==> config.mk <==
export PLATFORM = sky130hd
export DESIGN_NAME = trig_pulse_bank
export DESIGN_NICKNAME = d
export VERILOG_FILES = /design/src/rtl/tpb_pkg.sv /design/src/rtl/tpb_sync.sv /design/src/rtl/tpb_edge.sv /design/src/rtl/tpb_spi_port.sv /design/src/rtl/tpb_pulse_engine.sv /design/src/rtl/trig_pulse_bank.sv
export SDC_FILE = /design/constraint.sdc
export NUM_CORES = 1
export LEC_CHECK = 0
export ABC_AREA = 1
export BUFFER_PORTS_ARGS = -buffer_cell sky130_fd_sc_hd__buf_2
export CORE_MARGIN = 5
export CORE_UTILIZATION = 40
export DETAILED_ROUTE_END_ITERATION = 6
export GPL_ROUTABILITY_DRIVEN = 0
export GPL_TIMING_DRIVEN = 0
export HOLD_SLACK_MARGIN = 0.05
export RECOVER_POWER = 100
export REMOVE_ABC_BUFFERS = 1
export SLEW_MARGIN = 20
export SYNTH_ARGS = -nofsm -noshare
export SYNTH_HDL_FRONTEND = slang
export SYNTH_SLANG_ARGS = --single-unit
==> constraint.sdc <==
create_clock -name clk -period 1.45 [get_ports clk]
set_input_delay 0.145 -clock clk [delete_from_list [all_inputs] [get_ports clk]]
set_output_delay 0.145 -clock clk [all_outputs]
set_load 0.02 [all_outputs]
==> src/rtl/tpb_pkg.sv <==
package tpb_pkg;
  localparam int unsigned DEF_NCH = 8;
  localparam int unsigned DEF_WW  = 12;

  typedef enum logic {
    ENG_IDLE = 1'b0,
    ENG_RUN  = 1'b1
  } eng_state_t;

  function automatic int unsigned frame_bits(input int unsigned nch, input int unsigned ww);
    return nch * ww;
  endfunction
endpackage

==> src/rtl/tpb_sync.sv <==
module tpb_sync #(
  parameter int unsigned N = 1,
  parameter logic [N-1:0] RST_VAL = '0
) (
  input  logic         clk,
  input  logic         rst,
  input  logic [N-1:0] d_in,
  output logic [N-1:0] q_out
);
  logic [N-1:0] meta_q;
  logic [N-1:0] stab_q;

  for (genvar i = 0; i < N; i++) begin : g_bit
    always_ff @(posedge clk) begin
      if (rst) begin
        meta_q[i] <= RST_VAL[i];
        stab_q[i] <= RST_VAL[i];
      end else begin
        meta_q[i] <= d_in[i];
        stab_q[i] <= meta_q[i];
      end
    end
  end

  assign q_out = stab_q;
endmodule

==> src/rtl/tpb_edge.sv <==
module tpb_edge #(
  parameter int unsigned N = 1,
  parameter logic [N-1:0] RST_VAL = '0
) (
  input  logic         clk,
  input  logic         rst,
  input  logic [N-1:0] lvl,
  output logic [N-1:0] rise,
  output logic [N-1:0] fall
);
  logic [N-1:0] prev_q;

  always_ff @(posedge clk) begin
    if (rst) prev_q <= RST_VAL;
    else     prev_q <= lvl;
  end

  for (genvar i = 0; i < N; i++) begin : g_bit
    assign rise[i] = lvl[i] & ~prev_q[i];
    assign fall[i] = ~lvl[i] & prev_q[i];
  end
endmodule

==> src/rtl/tpb_spi_port.sv <==
module tpb_spi_port #(
  parameter int unsigned NCH = 8,
  parameter int unsigned WW  = 12
) (
  input  logic              clk,
  input  logic              rst,
  input  logic              sclk_rise,
  input  logic              sclk_fall,
  input  logic              sel_lvl_n,
  input  logic              sel_fall,
  input  logic              sel_rise,
  input  logic              mosi_lvl,
  input  logic [NCH*WW-1:0] dur_flat,
  output logic [NCH*WW-1:0] width_flat,
  output logic              commit,
  output logic              miso
);
  localparam int unsigned TOT = tpb_pkg::frame_bits(NCH, WW);
  localparam int unsigned CW  = $clog2(TOT + 2);
  localparam logic [CW-1:0] FULL = CW'(TOT);

  logic [TOT-1:0] rx_sh_q;
  logic [TOT-1:0] frame_q;
  logic [TOT-1:0] tx_sh_q;
  logic [TOT-1:0] dur_frame;
  logic [CW-1:0]  bit_cnt_q;
  logic           commit_q;
  logic           miso_q;
  logic           sel_act;

  assign sel_act = ~sel_lvl_n;

  // Frame order: channel 0 in the top field, the first one on the wire.
  for (genvar i = 0; i < NCH; i++) begin : g_map
    assign width_flat[i*WW +: WW]          = frame_q[TOT-1-i*WW -: WW];
    assign dur_frame[TOT-1-i*WW -: WW]     = dur_flat[i*WW +: WW];
  end

  // Receive shifter and bit count.
  always_ff @(posedge clk) begin
    if (rst) begin
      rx_sh_q   <= '0;
      bit_cnt_q <= '0;
    end else if (sel_fall) begin
      bit_cnt_q <= '0;
    end else if (sel_act && sclk_rise) begin
      rx_sh_q <= {rx_sh_q[TOT-2:0], mosi_lvl};
      if (bit_cnt_q != '1) bit_cnt_q <= bit_cnt_q + 1'b1;
    end
  end

  // Commit only a complete frame.
  always_ff @(posedge clk) begin
    if (rst) begin
      frame_q  <= '0;
      commit_q <= 1'b0;
    end else begin
      commit_q <= 1'b0;
      if (sel_rise && bit_cnt_q == FULL) begin
        frame_q  <= rx_sh_q;
        commit_q <= 1'b1;
      end
    end
  end

  // Transmit shifter: loaded at select fall, advanced on sclk fall.
  always_ff @(posedge clk) begin
    if (rst) begin
      tx_sh_q <= '0;
    end else if (sel_fall) begin
      tx_sh_q <= dur_frame;
    end else if (sel_act && sclk_fall) begin
      tx_sh_q <= {tx_sh_q[TOT-2:0], 1'b0};
    end
  end

  always_ff @(posedge clk) begin
    if (rst) miso_q <= 1'b0;
    else     miso_q <= sel_act & tx_sh_q[TOT-1];
  end

  assign commit = commit_q;
  assign miso   = miso_q;
endmodule

==> src/rtl/tpb_pulse_engine.sv <==
module tpb_pulse_engine #(
  parameter int unsigned NCH = 8,
  parameter int unsigned WW  = 12
) (
  input  logic              clk,
  input  logic              rst,
  input  logic              trig_lvl,
  input  logic [NCH*WW-1:0] width_flat,
  output logic [NCH-1:0]    pulse,
  output logic              start,
  output logic [WW-1:0]     cnt,
  output logic [NCH*WW-1:0] act_flat
);
  localparam logic [WW-1:0] CNT_LAST = '1;

  tpb_pkg::eng_state_t state_q;
  logic                trig_prev_q;
  logic [WW-1:0]       cnt_q;
  logic [NCH*WW-1:0]   act_q;
  logic [NCH-1:0]      pulse_q;
  logic [NCH-1:0]      hit;

  assign start = trig_lvl & ~trig_prev_q;

  always_ff @(posedge clk) begin
    if (rst) trig_prev_q <= 1'b1;
    else     trig_prev_q <= trig_lvl;
  end

  // Shared counter; widths snapshot at start.
  always_ff @(posedge clk) begin
    if (rst) begin
      state_q <= tpb_pkg::ENG_IDLE;
      cnt_q   <= '0;
      act_q   <= '0;
    end else if (start) begin
      state_q <= tpb_pkg::ENG_RUN;
      cnt_q   <= WW'(1);
      act_q   <= width_flat;
    end else if (state_q == tpb_pkg::ENG_RUN) begin
      cnt_q <= cnt_q + 1'b1;
      if (cnt_q == CNT_LAST) state_q <= tpb_pkg::ENG_IDLE;
    end
  end

  for (genvar i = 0; i < NCH; i++) begin : g_ch
    assign hit[i] = (state_q == tpb_pkg::ENG_RUN) && (cnt_q == act_q[i*WW +: WW]);

    always_ff @(posedge clk) begin
      if (rst)         pulse_q[i] <= 1'b0;
      else if (start)  pulse_q[i] <= (width_flat[i*WW +: WW] != '0);
      else if (hit[i]) pulse_q[i] <= 1'b0;
    end
  end

  assign pulse    = pulse_q;
  assign cnt      = cnt_q;
  assign act_flat = act_q;
endmodule

==> src/rtl/trig_pulse_bank.sv <==
module trig_pulse_bank #(
  parameter int unsigned NCH = 8,
  parameter int unsigned WW  = 12
) (
  input  logic              clk,
  input  logic              rst,
  input  logic              spi_sclk,
  input  logic              spi_cs_n,
  input  logic              spi_mosi,
  output logic              spi_miso,
  input  logic              trig_in,
  input  logic [NCH*WW-1:0] dur_in,
  output logic [NCH-1:0]    pulse_out
);
  // Synchronised pins: [3]=trig, [2]=sclk, [1]=cs_n, [0]=mosi.
  logic [3:0]        pin_lvl;
  logic [1:0]        ctl_rise;
  logic [1:0]        ctl_fall;
  logic [NCH*WW-1:0] cfg_width;
  logic              cfg_commit;
  logic              eng_start;
  logic [WW-1:0]     eng_cnt;
  logic [NCH*WW-1:0] eng_act;

  tpb_sync #(.N(4), .RST_VAL(4'b0010)) u_sync (
    .clk   (clk),
    .rst   (rst),
    .d_in  ({trig_in, spi_sclk, spi_cs_n, spi_mosi}),
    .q_out (pin_lvl)
  );

  // Edges of [1]=sclk, [0]=cs_n.
  tpb_edge #(.N(2), .RST_VAL(2'b01)) u_edge (
    .clk  (clk),
    .rst  (rst),
    .lvl  (pin_lvl[2:1]),
    .rise (ctl_rise),
    .fall (ctl_fall)
  );

  tpb_spi_port #(.NCH(NCH), .WW(WW)) u_spi (
    .clk        (clk),
    .rst        (rst),
    .sclk_rise  (ctl_rise[1]),
    .sclk_fall  (ctl_fall[1]),
    .sel_lvl_n  (pin_lvl[1]),
    .sel_fall   (ctl_fall[0]),
    .sel_rise   (ctl_rise[0]),
    .mosi_lvl   (pin_lvl[0]),
    .dur_flat   (dur_in),
    .width_flat (cfg_width),
    .commit     (cfg_commit),
    .miso       (spi_miso)
  );

  tpb_pulse_engine #(.NCH(NCH), .WW(WW)) u_eng (
    .clk        (clk),
    .rst        (rst),
    .trig_lvl   (pin_lvl[3]),
    .width_flat (cfg_width),
    .pulse      (pulse_out),
    .start      (eng_start),
    .cnt        (eng_cnt),
    .act_flat   (eng_act)
  );
endmodule

==> impl_metrics.toml <==
[placed_design]
dpl.hpwl_um = 26500
portBuffers = 110
dpl_cell_area_um2 = 18400

[layout]
layout-drive-gt1-share_pct = 31.5
finish.instance_area_um2 = 26800
fin_nets = 2849
fillers = 3431
area_delta_synth_final_pct = 53.5

[synth]
synth.most_common_cell = "nand2_1"
synth_cell_types = 29
synth_enable_flop_cells = 0
synthArstFlopShare_pct = 0
ys_top_cells_by_count = "608 x nand2_1, 424 x dfxtp_1, 278 x nor2_1"
yosys.area.top_type = "dfxtp_1"
synth_area_leaders = "dfxtp_1 49%, nand2_1 13%, a21oi_1 7.7%, nor2_1 6.0%, o21ai_0 5.1%"
synth_top_cell_area_share_pct = 48.6
syn_area_um2 = 17500
avgSynthCellArea_um2 = 7.24
ys_seq_area_share_pct = 48.6
syn_inst = 2411
ys_ff_latch = 424
yosysWarnings = 0
synthFlopType = "dfxtp_1"

[setup_path]
cpPeakStageDelay_ns = 0.38
worstPathBufferInverterCount = 7
crit_start = "u_edge.prev_q[0]"
crit_end = "u_spi.tx_sh_q[66]"
cp.required_ns = 1.89
crit_chain = "inv_2 > nor2_4 > buf_12 > buf_16 > buf_12 > clkinv_16 > buf_12 > nand2_8 > buf_8 > nor2_2 > a311oi_2"
rr_endpoint = "u_spi.tx_sh_q[66]"
regToRegSetupSlack_ns = -0.47
cp_data_arrival_time_ns = 2.36
reg2reg_depth = 11
slowest_stage = "a311oi_2"
r2r-start = "u_edge.prev_q[0]"
end_kind = "flop"
path_class = "flop to flop"
path_depth = 11
path_delay_family = "buffers and inverters"
crit_top_cell = "buf_12"
worstPathMaxFanout = 5
worstSetupStartpointType = "flop"

[timing]
finalHoldViolCount = 0
slew_viol_final = 0
min_period_ns = 1.92
rsz0062_at_grt = "yes"
fin_ws_ns = -0.467
finalCritPeriodShare_pct = 132
setup_viol = 277
fin_hold_ws_ns = 0.0295
fmax_ghz = 0.522
worst_pin_slew_ns = 1.11
skew_ns = 0.0132
max_slew_margin_pct = 26.1

[power_and_ir_drop]
powerDensity_nw_per_um2 = 990
leakage_nw = 10.0
ir_drop_uv = 793

[cts]
cts.sinks = 424
insertion_delay_ns = 0.58
clockBufferDepth = 3
cts_tree = "yes"
clk_pin_slew_ns = 0.06
h-tree-depth = 2
clockRootBuffer = "clkbuf_16"
cts_made_buffers = 46

[die]
ios = 111
die_y_um = 219
design.core.area_um2 = 43200
dieArea_um2 = 47900
die_w_um = 219
num_rows = 76
start_util_pct = 40.5

[detailed_routing]
viasPerCell = 5.64
drt-total-wl_um = 73200
wire_per_inst_um = 21.8
firstDrtPassIters = 5
drc = 0
drtIter0Drc = 1568
route.vias.total = 18991
drtAntennaViolNets = 0

[status]
violations = "negative setup slack"
status = "finished, violations left"

[global_routing]
grt_pass1_wl_um = 101000
antenna_found_initial = 2
grt_max_degree = 127
groute.usage.overall_pct = 26.6
grt_pass1_vias = 17979
overflow = 0

[job]
cap_violations = 0

[hold_path]
min_path_type = "primary input to flop"
worst register-to-register path: stages, from the launching register on:
cell and delay [ns]:
dfxtp_2 0.34, inv_2 0.05, nor2_4 0.11, buf_12 0.14, buf_16 0.14, buf_12 0.14
clkinv_16 0.06, buf_12 0.14, nand2_8 0.10, buf_8 0.13, nor2_2 0.06, a311oi_2 0.38
cell usage in the layout, fill, tap and decap left out, types with 53 or more instances in the layout:
cell / synthesis / layout
dlygate4sd3_1: 0 / 101
buf_4: 1 / 78
dfxtp_1: 424 / 402
buf_2: 64 / 108
o21ai_2: 0 / 53
a21oi_1: 267 / 205
nand3_2: 0 / 69
nor2_1: 278 / 211
o21ai_0: 177 / 96
a21oi_2: 0 / 62
a311oi_2: 0 / 65
nand2_1: 608 / 554
inv_1: 163 / 156
clkbuf_16: 0 / 59
kinds of logic after synthesis:
kind of cell    share of synthesized area [%]
simple gates                             24.1
compound gates                           18.4
flops                                    48.6
buf+inv                                  8.05
xor+xnor                                0.702
fa+ha+maj                               0.215
state kept, by name, indices dropped and copies added, names as in the netlist, 2 cells and up:
name             count
u_spi.tx_sh_q       96
u_sync.meta_q        4
u_spi.bit_cnt_q      7
u_edge.prev_q        2
u_spi.frame_q       96
u_eng.pulse          8
u_sync.q_out         4
u_spi.rx_sh_q       96
u_eng.act_flat      96
u_eng.cnt           12
through the flow:
stage	util [%]	setup TNS [ns]	setup WS, ns	power [mW]	instances
CTS	57.2	-34.62	-0.229	26.1	3285
global route	62.1	-59.05	-0.489	27.3	3363
finish	62.1	-46.48	-0.467	26.5	3365
floorplan	-	-970.51	-3.81	13.1	2237
detailed placement	42.6	-311.23	-1.24	13.6	2945
global placement	41.7	-2736.12	-8.71	13.6	2932
worst min path at each step:
stage               cells past startpoint               end  startpoint
floorplan                               1    u_eng.pulse[1]         rst
detailed placement                      2  u_sync.meta_q[1]    spi_cs_n
global placement                        2  u_sync.meta_q[1]    spi_cs_n
finish                                  2   u_sync.q_out[3]         rst
CTS                                     2   u_sync.q_out[3]         rst
global route                            2   u_sync.q_out[3]         rst
power breakdown:
| part | internal, mW | leakage [nW] | switching (mW) |
|---|---|---|---|
| Sequential | 11.9 | 3.45 | 0.189 |
| Combinational | 1.24 | 5.85 | 1.53 |
| Clock | 6.81 | 0.736 | 4.90 |
| Total | 19.9 | 10.0 | 6.61 |
layer usage:
| layer | part of all wire [%] | GRT usage [%] |
|---|---|---|
| met5 | 0.092 | 0 |
| met2 | 48 | 45.6 |
| met3 | 7.8 | 4.54 |
| met4 | 7.2 | 15.3 |
| met1 | 37 | 31.5 |
timing repair:
item,in CTS,in global routing
hold endpoints to repair,100,1
resized for setup,461,385
gates cloned,77,17
endpoints found under the setup margin,378,391
pin swaps,104,124
setup buffers,83,81
hold buffers,100,1
final cells by class:
type	count	area, um2	share of cell area [%]
clock inverters	6	30.0	0.112
clock buffers	75	1450	5.42
repair buffers	419	4820	18.0
flip-flops and latches	424	8560	31.9
diodes	3	7.51	0.0280
well taps	585	732	2.73
inverters	178	805	3.00
repair inverters	24	437	1.63
multi-input cells	1651	9970	37.2
Note: power is estimated with default switching activity, not from simulation.
